`config.mk`:
```
export PLATFORM = sky130hd
export DESIGN_NAME = nvm_ctrl
export DESIGN_NICKNAME = d
export VERILOG_FILES = /design/src/rtl/nvm_pkg.sv /design/src/rtl/nvm_data_array.sv /design/src/rtl/nvm_prog_rom.sv /design/src/rtl/nvm_unlock.sv /design/src/rtl/nvm_ctrl.sv
export SDC_FILE = /design/constraint.sdc
export NUM_CORES = 2
export LEC_CHECK = 0
export CORE_UTILIZATION = 60
export CTS_BUF_LIST = sky130_fd_sc_hd__clkbuf_4
export CTS_CLUSTER_DIAMETER = 100
export DETAILED_ROUTE_END_ITERATION = 10
export PLACE_DENSITY = 0.87
export SYNTH_ARGS = -nofsm -noshare
export SYNTH_HDL_FRONTEND = slang
export SYNTH_HIERARCHICAL = 1
export SYNTH_SLANG_ARGS = --single-unit
export TNS_END_PERCENT = 5
```
`constraint.sdc`:
```
create_clock -name clk -period 8.8 [get_ports clk]
set_clock_uncertainty 0.2 [all_clocks]
set_input_delay 2.64 -clock clk [delete_from_list [all_inputs] [get_ports clk]]
set_output_delay 2.64 -clock clk [all_outputs]
set_load 0.01 [all_outputs]
```
`src/rtl/nvm_pkg.sv`:
```
package nvm_pkg;
    localparam logic [2:0] REG_ALO  = 3'd0;
    localparam logic [2:0] REG_AHI  = 3'd1;
    localparam logic [2:0] REG_DLO  = 3'd2;
    localparam logic [2:0] REG_DHI  = 3'd3;
    localparam logic [2:0] REG_CTRL = 3'd4;
    localparam logic [2:0] REG_ULK  = 3'd5;

    localparam int B_RD    = 0;
    localparam int B_WR    = 1;
    localparam int B_WREN  = 2;
    localparam int B_ERR   = 3;
    localparam int B_DONE  = 4;
    localparam int B_SPACE = 7;

    localparam logic [7:0] KEY_FIRST  = 8'h55;
    localparam logic [7:0] KEY_SECOND = 8'hAA;

    typedef enum logic [1:0] {
        ULK_IDLE  = 2'd0,
        ULK_HALF  = 2'd1,
        ULK_ARMED = 2'd2
    } ulk_state_t;
endpackage

```
`src/rtl/nvm_data_array.sv`:
```
module nvm_data_array #(
    parameter int AW = 8
) (
    input  logic          clk,
    input  logic          we,
    input  logic [AW-1:0] addr,
    input  logic [7:0]    wdata,
    output logic [7:0]    rdata
);
    localparam int DEPTH = 1 << AW;

    logic [7:0] cells [DEPTH];

    always_ff @(posedge clk) begin
        if (we) cells[addr] <= wdata;
    end

    assign rdata = cells[addr];
endmodule

```
`src/rtl/nvm_prog_rom.sv`:
```
module nvm_prog_rom #(
    parameter int AW = 12,
    parameter int W  = 14
) (
    input  logic [AW-1:0] addr,
    output logic [W-1:0]  word
);
    localparam logic [31:0] MUL = 32'd467;
    localparam logic [31:0] OFS = 32'd677;

    logic [31:0] prod;

    assign prod = 32'(addr) * MUL + OFS;
    assign word = prod[W-1:0];
endmodule

```
`src/rtl/nvm_unlock.sv`:
```
module nvm_unlock
    import nvm_pkg::*;
(
    input  logic       clk,
    input  logic       clr,
    input  logic       we,
    input  logic [2:0] addr,
    input  logic [7:0] wdata,
    output logic       armed
);
    ulk_state_t state_d, state_q;

    always_comb begin
        state_d = state_q;
        if (clr) begin
            state_d = ULK_IDLE;
        end else if (we) begin
            if (addr == REG_ULK && wdata == KEY_FIRST)
                state_d = ULK_HALF;
            else if (addr == REG_ULK && wdata == KEY_SECOND && state_q == ULK_HALF)
                state_d = ULK_ARMED;
            else
                state_d = ULK_IDLE;
        end
    end

    always_ff @(posedge clk) begin
        state_q <= state_d;
    end

    assign armed = (state_q == ULK_ARMED);

    // arming always follows the half-open state
    p_arm_from_half_r5: assert property (@(posedge clk) disable iff (clr)
        $rose(armed) |-> $past(state_q == ULK_HALF));
endmodule

```
`src/rtl/nvm_ctrl.sv`:
```
module nvm_ctrl
    import nvm_pkg::*;
#(
    parameter int DATA_AW   = 8,
    parameter int PROG_AW   = 12,
    parameter int PROG_W    = 14,
    parameter int WR_CYCLES = 16
) (
    input  logic       clk,
    input  logic       por_n,
    input  logic       warm_rst_n,
    input  logic [2:0] bus_addr,
    input  logic       bus_we,
    input  logic [7:0] bus_wdata,
    output logic [7:0] bus_rdata,
    output logic       done_irq
);
    localparam int AHI_W = PROG_AW - 8;
    localparam int DHI_W = PROG_W - 8;
    localparam int CNT_W = $clog2(WR_CYCLES + 1);
    localparam logic [CNT_W-1:0] CNT_LAST = CNT_W'(WR_CYCLES - 1);

    typedef struct packed {
        logic [7:0]       alo;
        logic [AHI_W-1:0] ahi;
        logic [7:0]       dlo;
        logic [DHI_W-1:0] dhi;
        logic             space;
        logic             wren;
        logic             err;
        logic             done;
        logic             rd_go;
        logic             wr_go;
        logic [CNT_W-1:0] cnt;
    } state_t;

    state_t d, q;

    logic              busy;
    logic              armed;
    logic              ram_we;
    logic              ram_we_eff;
    logic [7:0]        ram_wdata;
    logic [7:0]        ram_rdata;
    logic [PROG_W-1:0] prog_word;
    logic              ulk_clr;
    logic [7:0]        ctrl_view;

    assign busy    = q.rd_go | q.wr_go;
    assign ulk_clr = !por_n || !warm_rst_n || busy;

    nvm_unlock u_unlock (
        .clk   (clk),
        .clr   (ulk_clr),
        .we    (bus_we),
        .addr  (bus_addr),
        .wdata (bus_wdata),
        .armed (armed)
    );

    nvm_data_array #(.AW(DATA_AW)) u_data (
        .clk   (clk),
        .we    (ram_we_eff),
        .addr  (q.alo[DATA_AW-1:0]),
        .wdata (ram_wdata),
        .rdata (ram_rdata)
    );

    nvm_prog_rom #(.AW(PROG_AW), .W(PROG_W)) u_prog (
        .addr (PROG_AW'({q.ahi, q.alo})),
        .word (prog_word)
    );

    always_comb begin
        d         = q;
        ram_we    = 1'b0;
        ram_wdata = 8'h00;
        if (q.wr_go) begin
            if (q.cnt == CNT_LAST) begin
                ram_we    = 1'b1;
                ram_wdata = q.dlo;
                d.wr_go   = 1'b0;
                d.done    = 1'b1;
                d.cnt     = '0;
            end else begin
                d.cnt = q.cnt + 1'b1;
            end
        end else if (q.rd_go) begin
            d.rd_go = 1'b0;
            if (q.space) {d.dhi, d.dlo} = prog_word;
            else         d.dlo = ram_rdata;
        end else if (bus_we) begin
            case (bus_addr)
                REG_ALO:  d.alo = bus_wdata;
                REG_AHI:  d.ahi = bus_wdata[AHI_W-1:0];
                REG_DLO:  d.dlo = bus_wdata;
                REG_DHI:  d.dhi = bus_wdata[DHI_W-1:0];
                REG_CTRL: begin
                    d.space = bus_wdata[B_SPACE];
                    d.wren  = bus_wdata[B_WREN];
                    d.err   = bus_wdata[B_ERR];
                    d.done  = bus_wdata[B_DONE];
                    if (armed && bus_wdata[B_WR] && bus_wdata[B_WREN] && !bus_wdata[B_SPACE]) begin
                        d.wr_go   = 1'b1;
                        d.cnt     = '0;
                        ram_we    = 1'b1;
                        ram_wdata = 8'hFF;
                    end else begin
                        d.rd_go = bus_wdata[B_RD];
                    end
                end
                default: ;
            endcase
        end
        if (!warm_rst_n) begin
            d       = q;
            d.err   = q.err | q.wr_go;
            d.space = 1'b0;
            d.wren  = 1'b0;
            d.done  = 1'b0;
            d.rd_go = 1'b0;
            d.wr_go = 1'b0;
            d.cnt   = '0;
            ram_we  = 1'b0;
        end
    end

    always_ff @(posedge clk) begin
        if (!por_n) q <= '0;
        else        q <= d;
    end

    assign ram_we_eff = ram_we & por_n;

    always_comb begin
        ctrl_view          = 8'h00;
        ctrl_view[B_RD]    = q.rd_go;
        ctrl_view[B_WR]    = q.wr_go;
        ctrl_view[B_WREN]  = q.wren;
        ctrl_view[B_ERR]   = q.err;
        ctrl_view[B_DONE]  = q.done;
        ctrl_view[B_SPACE] = q.space;
    end

    always_comb begin
        case (bus_addr)
            REG_ALO:  bus_rdata = q.alo;
            REG_AHI:  bus_rdata = 8'(q.ahi);
            REG_DLO:  bus_rdata = q.dlo;
            REG_DHI:  bus_rdata = 8'(q.dhi);
            REG_CTRL: bus_rdata = ctrl_view;
            default:  bus_rdata = 8'h00;
        endcase
    end

    assign done_irq = q.done;

    // a write only begins from an armed unlock state
    p_start_needs_unlock_r5: assert property (@(posedge clk) disable iff (!por_n)
        $rose(q.wr_go) |-> $past(armed));
    // no write ever runs with program space selected
    p_no_prog_write_r7: assert property (@(posedge clk) disable iff (!por_n)
        q.wr_go |-> !q.space);
    // write timer stays inside its window
    p_wr_window_r8: assert property (@(posedge clk) disable iff (!por_n)
        q.wr_go |-> (q.cnt < CNT_W'(WR_CYCLES)));
    // normal completion raises the done flag
    p_done_on_finish_r8: assert property (@(posedge clk) disable iff (!por_n)
        ($fell(q.wr_go) && $past(warm_rst_n) && $past(por_n)) |-> q.done);
    // a warm reset that cuts a write leaves the error flag
    p_err_on_cut_r12: assert property (@(posedge clk) disable iff (!por_n)
        ($fell(q.wr_go) && !$past(warm_rst_n) && $past(por_n)) |-> q.err);
    // read-start is a one-cycle pulse
    p_read_pulse_r3: assert property (@(posedge clk) disable iff (!por_n)
        q.rd_go |=> !q.rd_go);
    // address held while a write runs
    p_addr_held_r10: assert property (@(posedge clk) disable iff (!por_n)
        (q.wr_go && warm_rst_n) |=> $stable(q.alo));
endmodule

```
==> impl_metrics.env <==
export IMPL_rr_worst_depth=10
export IMPL_dp_hpwl_um=116700
export IMPL_critPathMaxFanout=18
export IMPL_power_internal_mw=14.70
export IMPL_numPlacedInstances=5644
export IMPL_vias=45434
export IMPL_area_delta_synth_final_pct=10.45
export IMPL_num_io_pins=24
export IMPL_ys_flop_type="edfxtp_1"
export IMPL_syn_inst=3986
export IMPL_drt_iter0_markers=7513
export IMPL_yosysUniqueCellTypes=67
export IMPL_cts_setup_buffers=0
export IMPL_grt_pass1_wl_um=304800
export IMPL_power_switching_mw=3.942
export IMPL_met2_usage=0.4770
export IMPL_dpl_cell_area_mm2=0.08481
export IMPL_post_cts_resized=0
export IMPL_timing_hold_ws_ns=0.2760
export IMPL_critPathMaxStageDelay_ns=0.94
export IMPL_cp_slowest_cell="clkdlybuf4s50_1"
export IMPL_setup_ws_ns=1.038
export IMPL_utilization=0.6700
export IMPL_grt_pass1_vias=45652
export IMPL_most_common_layout_cells="edfxtp_1 (2048), clkbuf_4 (698), mux4_2 (512), a22oi_1 (256), nor2_1 (241)"
export IMPL_rr_startpoint="q[29]"
export IMPL_root_buffer="clkbuf_4"
export IMPL_syn_cell_area_mm2=0.08239
export IMPL_pre_cts_ws_ns=1.078
export IMPL_async_reset_ff_frac=0
export IMPL_path_class="primary input to output pin"
export IMPL_htreeDepth=5
export IMPL_syn_num_nets=4071
export IMPL_core_mm2=0.1358
export IMPL_finalNonFillerCells=6530
export IMPL_cap_violations=2
export IMPL_initial_utilization=0.6067
export IMPL_share_comb_of_total_power=0.012
export IMPL_min_to="q[4]"
export IMPL_cts_sinks=2087
export IMPL_fin_area_mm2=0.09099
export IMPL_ir_drop_mv=0.1360
export IMPL_status="finished with violations"
export IMPL_p_clk_frac=0.412
export IMPL_crit_top_cell="clkdlybuf4s50_1"
export IMPL_hold_violations=0
export IMPL_yosysSeqAreaShare=0.7559
export IMPL_tightest_slew_ns=1.595
export IMPL_hold_path_class="register to register"
export IMPL_detail_route_antenna_nets=0
export IMPL_timing_final_crit_share=0.8820
export IMPL_max_freq_ghz=0.1288
export IMPL_rsz0062_at_grt="no"
export IMPL_pwr_density_cell_mw_per_mm2=204.9
export IMPL_worst_r2r_endpoint="q[17]"
export IMPL_grt_overflow_total=0
export IMPL_switching_share=0.2114
export IMPL_grt_max_degree=153
export IMPL_min_from="q[4]"
export IMPL_p_seq_frac=0.576
export IMPL_grt_busiest_layer="met2"
export IMPL_rrSetupSlack_ns=2.73
export IMPL_tritoncts="built"
export IMPL_totalWireLength_um=209800
export IMPL_dieWidth_um=372.6
export IMPL_whs_path_depth=2
export IMPL_num_rows=135
export IMPL_synth_edf_count=2048
export IMPL_violations="max-capacitance violations, max-slew violations"
export IMPL_gr_usage_met3=0.07937
export IMPL_slew_violations=2
export IMPL_power_mw=18.65
export IMPL_cp_arrival_ns=4.92
export IMPL_path_clk_slew_ns=0.06
export IMPL_critPathLaunchType="primary input"
export IMPL_yosysWarnings=6
export IMPL_cts_inserted_buffers=494
export IMPL_layout_drive_gt1_share=0.2938
export IMPL_grtUsageMet1=0.3969
export IMPL_die_area_mm2=0.1388
export IMPL_crit_path_cell_trace="clkdlybuf4s50_1, nor2b_1, a2bb2oi_1, o21ai_0, clkdlybuf4s50_1"
export IMPL_wl_per_cell_um=32.13
export IMPL_maxSlewHeadroom=-0.07739
export IMPL_fin_nets=4444
export IMPL_grtUsageTotal=0.3065
export IMPL_synth_seq_cells=2087
export IMPL_setup_viol=0
export IMPL_required_ns=5.96
export IMPL_leakagePower_nw=24.71
export IMPL_viasPerCell=6.958
export IMPL_gp_congestion=0.9018
export IMPL_hold_buffers=0
export IMPL_clockBufferDepth=4
export IMPL_antenna_found_initial=11
export IMPL_tns_ns=0
export IMPL_fin_crit_ns=7.762
export IMPL_synth_area_per_cell_um2=20.67
export IMPL_portBuffers=23
export IMPL_die_h_um=372.6
export IMPL_drt_first_pass_iters=9
export IMPL_final_common_cell="edfxtp_1"
export IMPL_drc=0
export IMPL_cp_end_kind="output pin"
export IMPL_worstSkewPairLatency_ns=1.38
## critical path, delay by kind of cell
family | cells | cell delay (ns)
AOI/OAI and AO/OA | 2 | 0.30
buffers and inverters | 2 | 1.51
and+or+nand+nor | 1 | 0.48
## synth_stat cells, types with 17 or more instances
cell type     n  area, um^2
o41ai_1      32       280.3
clkbuf_1    159       596.8
ha_1         44       550.5
nor2_1      242       908.4
mux4_2      512       11530
buf_2        37       185.2
nand3_1      23       115.1
nand2_1      58       217.7
buf_1        21       78.83
inv_1        62       232.7
buf_4        17       127.6
a21oi_1     144       720.7
mux2i_1      28       280.3
fa_1         26       520.5
dfxtp_1      39       780.8
edfxtp_1   2048       61500
buf_6        18       202.7
nor3_1       34       170.2
a22oi_1     256        1922
## state kept, by name, indices dropped and copies added, names as in the netlist
signal            flops
u_data/cells       2048
u_unlock/state_q      2
ctrl_view             5
q                    31
done_irq              1
## power groups by stage
stage / registers, mW / logic, mW / clock network [mW]
after floorplan: 11.0 / 0.144 / 0
after global placement: 11.0 / 0.210 / 0
after detailed placement: 11.0 / 0.216 / 0
after CTS: 10.7 / 0.219 / 7.77
after global routing: 10.7 / 0.234 / 8.24
final: 10.7 / 0.226 / 7.68
## routing by layer
metal,wire length (um),share of wire
met1,67790,0.32
met2,100400,0.48
met3,29100,0.14
met4,12420,0.059
met5,70,0.00033
## how the worst max path moves through the flow
stage | startpoint | slack, ns | end
2_1_floorplan | bus_addr[1] | 1.24 | u_data/cells[0][0]
4_1_cts | bus_addr[2] | 1.07 | bus_rdata[4]
5_1_grt | bus_addr[2] | 0.87 | bus_rdata[4]
3_5_place_dp | bus_addr[2] | 1.08 | bus_rdata[4]
3_3_place_gp | bus_addr[2] | 1.08 | bus_rdata[4]
6_report | bus_addr[2] | 1.04 | bus_rdata[4]
## kinds of logic (layout without fill, tap and decap cells)
logic type / count (synthesis) / count (layout) / synth area share
XOR/XNOR: 20 / 20 / 0.002126
multiplexers: 546 / 546 / 0.1442
buffers and inverters: 316 / 1072 / 0.01739
AND/OR/NAND/NOR: 434 / 434 / 0.02441
AO/OA/AOI/OAI: 513 / 513 / 0.04295
other: 0 / 7 / 0
adder cells (fa/ha/maj): 70 / 70 / 0.01300
flip-flops: 2087 / 2087 / 0.7559
## cell type report
type                    instances  area [um^2]
flip-flops and latches       2087        62290
fillers                      7817        44810
well taps                    1781         2228
clock buffers                 698         5240
inverters                      63        236.5
repair buffers                130         1259
clock inverters               181        923.4
multi-input cells            1583        18800
diodes                          7        17.52
No activity file was read; power rests on OpenSTA's default activity.
